File: src/rtl/pgate_ctrl.sv
module pgate_ctrl #(
  parameter int NPART    = 24,
  parameter int IDXW     = 5,
  parameter bit GPU_SEP  = 1'b1,
  parameter int IDX_GPU  = 1,
  parameter int IDX_VDEC = 3,
  parameter int IDX_PCIE = 4
) (
  input  logic             clk,
  input  logic             rst_n,
  input  logic             bus_wr,
  input  logic [11:0]      bus_addr,
  input  logic [31:0]      bus_wdata,
  output logic [31:0]      bus_rdata,
  input  logic [NPART-1:0] pwr_ack,
  output logic [NPART-1:0] pwr_en,
  output logic [NPART-1:0] clamp_on,
  output logic             cmd_err,
  output logic             busy
);
  localparam logic [11:0] A_TOG  = 12'h030;
  localparam logic [11:0] A_CLR  = 12'h034;
  localparam logic [11:0] A_STAT = 12'h038;
  localparam logic [11:0] A_GPU  = 12'h2D4;
  localparam int          START  = 8;

  logic [NPART-1:0] en_q, stat_q, clamp_q, rel;
  logic [IDXW-1:0]  idx_q;
  logic             busy_q, err_q;

  wire [IDXW-1:0] widx     = bus_wdata[IDXW-1:0];
  wire            wr_tog   = bus_wr && bus_addr == A_TOG && bus_wdata[START];
  wire            in_range = 32'(widx) < NPART;
  wire            accept   = wr_tog && in_range && !busy_q;
  wire            done     = busy_q && pwr_ack[idx_q];
  wire            wr_clr   = bus_wr && bus_addr == A_CLR;
  wire            wr_gpu   = GPU_SEP && bus_wr && bus_addr == A_GPU;

  logic unused_w;
  assign unused_w = ^bus_wdata;

  always_comb begin
    for (int p = 0; p < NPART; p++) begin
      int s;
      s = (p == IDX_VDEC) ? IDX_PCIE : (p == IDX_PCIE) ? IDX_VDEC : p;
      rel[p] = wr_clr && bus_wdata[s] && en_q[p] && !(GPU_SEP && p == IDX_GPU);
    end
  end

  always_ff @(posedge clk or negedge rst_n) begin
    if (!rst_n) begin
      en_q    <= '0;
      stat_q  <= '0;
      clamp_q <= '1;
      idx_q   <= '0;
      busy_q  <= 1'b0;
      err_q   <= 1'b0;
    end else begin
      if (wr_tog && !in_range) err_q <= 1'b1;
      if (accept) begin
        en_q[widx] <= !en_q[widx];
        idx_q      <= widx;
        busy_q     <= 1'b1;
      end else if (done) begin
        stat_q[idx_q] <= en_q[idx_q];
        busy_q        <= 1'b0;
      end
      for (int p = 0; p < NPART; p++) begin
        if (accept && 32'(widx) == p && en_q[p]) clamp_q[p] <= 1'b1;
        else if (rel[p]) clamp_q[p] <= 1'b0;
        else if (wr_gpu && p == IDX_GPU) begin
          if (bus_wdata[0]) clamp_q[p] <= 1'b1;
          else if (en_q[p]) clamp_q[p] <= 1'b0;
        end
      end
    end
  end

  always_comb begin
    bus_rdata = '0;
    case (bus_addr)
      A_TOG: begin
        bus_rdata[START]     = busy_q;
        bus_rdata[IDXW-1:0]  = idx_q;
      end
      A_CLR:  bus_rdata[NPART-1:0] = clamp_q;
      A_STAT: bus_rdata[NPART-1:0] = stat_q;
      A_GPU:  bus_rdata[0] = GPU_SEP ? clamp_q[IDX_GPU] : 1'b0;
      default: bus_rdata = '0;
    endcase
  end

  assign pwr_en   = en_q;
  assign clamp_on = clamp_q;
  assign cmd_err  = err_q;
  assign busy     = busy_q;
endmodule


File: config.mk
export PLATFORM = sky130hd
export DESIGN_NAME = pgate_ctrl
export DESIGN_NICKNAME = d
export VERILOG_FILES = /design/src/rtl/pgate_ctrl.sv
export SDC_FILE = /design/constraint.sdc
export NUM_CORES = 1
export LEC_CHECK = 0
export ABC_AREA = 1
export CELL_PAD_IN_SITES_DETAIL_PLACEMENT = 0
export CELL_PAD_IN_SITES_GLOBAL_PLACEMENT = 1
export CORE_MARGIN = 8
export CORE_UTILIZATION = 36
export CTS_BUF_LIST = sky130_fd_sc_hd__clkbuf_4 sky130_fd_sc_hd__clkbuf_8
export DETAILED_ROUTE_END_ITERATION = 16
export PLACE_DENSITY_LB_ADDON = 0.1
export REMOVE_ABC_BUFFERS = 1
export SLEW_MARGIN = 25
export SYNTH_ARGS = -nofsm -noshare
export SYNTH_HDL_FRONTEND = slang
export SYNTH_SLANG_ARGS = --single-unit
File: constraint.sdc
create_clock -name clk -period 3.1 [get_ports clk]
set_input_delay 0.31 -clock clk [delete_from_list [all_inputs] [get_ports clk]]
set_output_delay 0.31 -clock clk [all_outputs]
set_load 0.03 [all_outputs]
==> flow_summary.ini <==
[outcome]
status = finished with violations
violations = hold timing

[floorplanning]
start_util = 0.366
core_area_mm2 = 0.0138
dieArea_mm2 = 0.0181
die_w_um = 135
io_pins = 153
die_h_um = 135
placementRows = 43

[synthesis]
netlist_area_mm2 = 0.00506
yosys_warnings = 0
yosys.area_share.simple = 0.376
ys_ff_latch = 79
synth.distinct_cells = 30
synth_top_family_by_area = simple AND/OR/NAND/NOR gates
avgSynthCellArea_um2 = 6.77
synthTopCellsByArea = dfrtp_1 27%, nand2_1 19%, dfstp_2 12%
synth-compound-area-share = 0.118
synth_cells = 747
synthMuxAreaShare = 0
seq_area_frac_synth = 0.397
synth_fa_ha_area_frac = 0
synth_top_area_frac = 0.272
netlist.top_cell.by_area = dfrtp_1
synth_xor_area_frac = 0.0121

[sta]
period_needed_ns = 2.46
timing.final.crit_share = 0.795
setup_viol = 0
finalMaxSlewViolations = 0
setup_tns_ns = 0
worst_slew_pin_slew_ns = 0.740
fin_skew_ns = 0.0185
final_hold_viol_count = 33
rsz0062_at_grt = false
relSlewSlack = 0.507
hold_ws_ns = -0.0509
max_freq_ghz = 0.406

[drt]
drt-initial-drc-count = 449
detail_route.drc_violations = 0
num_vias = 5554
firstDrtPassIters = 5
vias_per_cell = 5.22
avgRoutedWirePerCell_um = 18.2
finalWirelength_mm = 19.4
final_antenna_net_count = 0

[clocking]
holdBufCountCts = 0
cts_buffers = 9
cts_sinks = 79
clockRootBuffer = clkbuf_8
cts_resized = 0
cts.path.max_buffers = 2
clk_latency_ns = 0.38
postCtsSetupRepairBufs = 0
clk_pin_slew_ns = 0.09
cts_tree = done
htreeDepth = 3

[layout]
final_area_mm2 = 0.00684
n_antenna_cell = 0
drive_above_1_share = 0.103
layout_common_cells = 258 x nand2_1, 111 x clkdlybuf4s50_1, 78 x nor2_1, 72 x inv_1, 55 x dfrtp_1
fillers = 1367
area_growth_pct = 35.2
final_common_cell = nand2_1
fin_nets = 951

[global_routing]
grt_max_degree = 80
grt_usage = 0.214
grt_pass1_wl_mm = 30.3
grt_pass1_vias = 5381
grt.overflow.total = 0
antenna_found_initial = 0

[flow_run]
drv_cap = 0

[min_path]
hp-class = in -> async

[power_and_ir_drop]
leakagePower_nw = 3.16
p_per_area_mw_per_mm2 = 300
ir_drop_mv = 0.213

[worst_setup_path]
cp-end-kind = output port
crit_fanout = 19
cp-start-kind = input pin
required_ns = 2.79
arrival_ns = 2.15
critical_path_class = in -> out

[placed_design]
place_area_mm2 = 0.00663
hpwl_mm = 14.6
gp_routability_congestion = 0.896
portBuffers = 136
## cells by family after synthesis
kind of cell           Yosys count
flip-flops                      79
AO/OA/AOI/OAI                   97
other                            1
buffers and inverters          113
AND/OR/NAND/NOR                450
XOR/XNOR                         7
## layout make-up
type                       count  area, um^2  area share
multi-input combinational    562        2590       0.379
sequential                    79        2010       0.294
timing repair buffer         154        1540       0.225
inverter                      74         278      0.0406
tap                          180         225      0.0329
clock buffer                  12         153      0.0223
clock inverter                 4        47.5     0.00696
## final timing paths
check,from,to,slack [ns],cells after the start
hold / removal,rst_n,stat_q[8],-0.05,1
hold reg to reg,cmd_err,cmd_err,0.47,1
max in group asynchronous,rst_n,pwr_en[22],2.62,1
min in group clk,cmd_err,cmd_err,0.47,1
setup reg to reg,idx_q[0],stat_q[7],0.71,9
setup / recovery,bus_addr[11],bus_rdata[8],0.64,10
## worst max-delay path, stage by stage
cell and delay, ns:
clkdlybuf4s50_1 0.40, nor2_1 0.19, nand3_1 0.10, nor2_1 0.19
nand2_1 0.15, inv_2 0.14, buf_4 0.26, nand2_1 0.08
o211ai_1 0.16, buf_12 0.16
## per-stage QoR
step                      utilization  worst slack [ns]  power (mW)  instances
after floorplan                     -             0.549        1.12        715
after global placement          0.480             0.578        1.25       1049
after detailed placement        0.480             0.567        1.26       1049
after CTS                       0.494             0.642        2.07       1065
after global routing            0.494             0.385        2.13       1065
final                           0.494             0.636        2.05       1065
## Yosys cell counts, drive strengths merged
| cell | n |
|---|---|
| nand2 | 260 |
| nor2 | 82 |
| inv | 74 |
| dfrtp | 55 |
| o21ai | 55 |
| nand3 | 53 |
| nand4 | 36 |
| buf | 28 |
| dfstp | 24 |
| a22o | 18 |
| nor3 | 14 |
| clkbuf | 11 |
| a21oi | 7 |
| o31ai | 7 |
| xor2 | 7 |
| o211ai | 5 |
| nand3b | 4 |
| o22ai | 2 |
| a21o | 1 |
| conb | 1 |
| nor3b | 1 |
| o21bai | 1 |
| o221ai | 1 |
## metal layers
metal,share of wire,wire [um],GRT usage,vias to the layer above
met5,0,0,0,-
met4,0.018,354,0.0661,0
met3,0.057,1100,0.0416,25
met1,0.45,8720,0.279,2666
li1,-,-,-,2687
met2,0.48,9220,0.350,176
## report_power, final
group          switching (mW)  internal, mW
combinational           0.114        0.0918
clock                   0.400         0.410
sequential          0.0000369          1.03
## registers in the layout (all words and copies together), names as in the netlist
register / flops
busy: 1
cmd_err: 1
pwr_en: 24
idx_q: 5
clamp_on: 24
stat_q: 24
No activity file was read; power rests on OpenSTA's default activity.
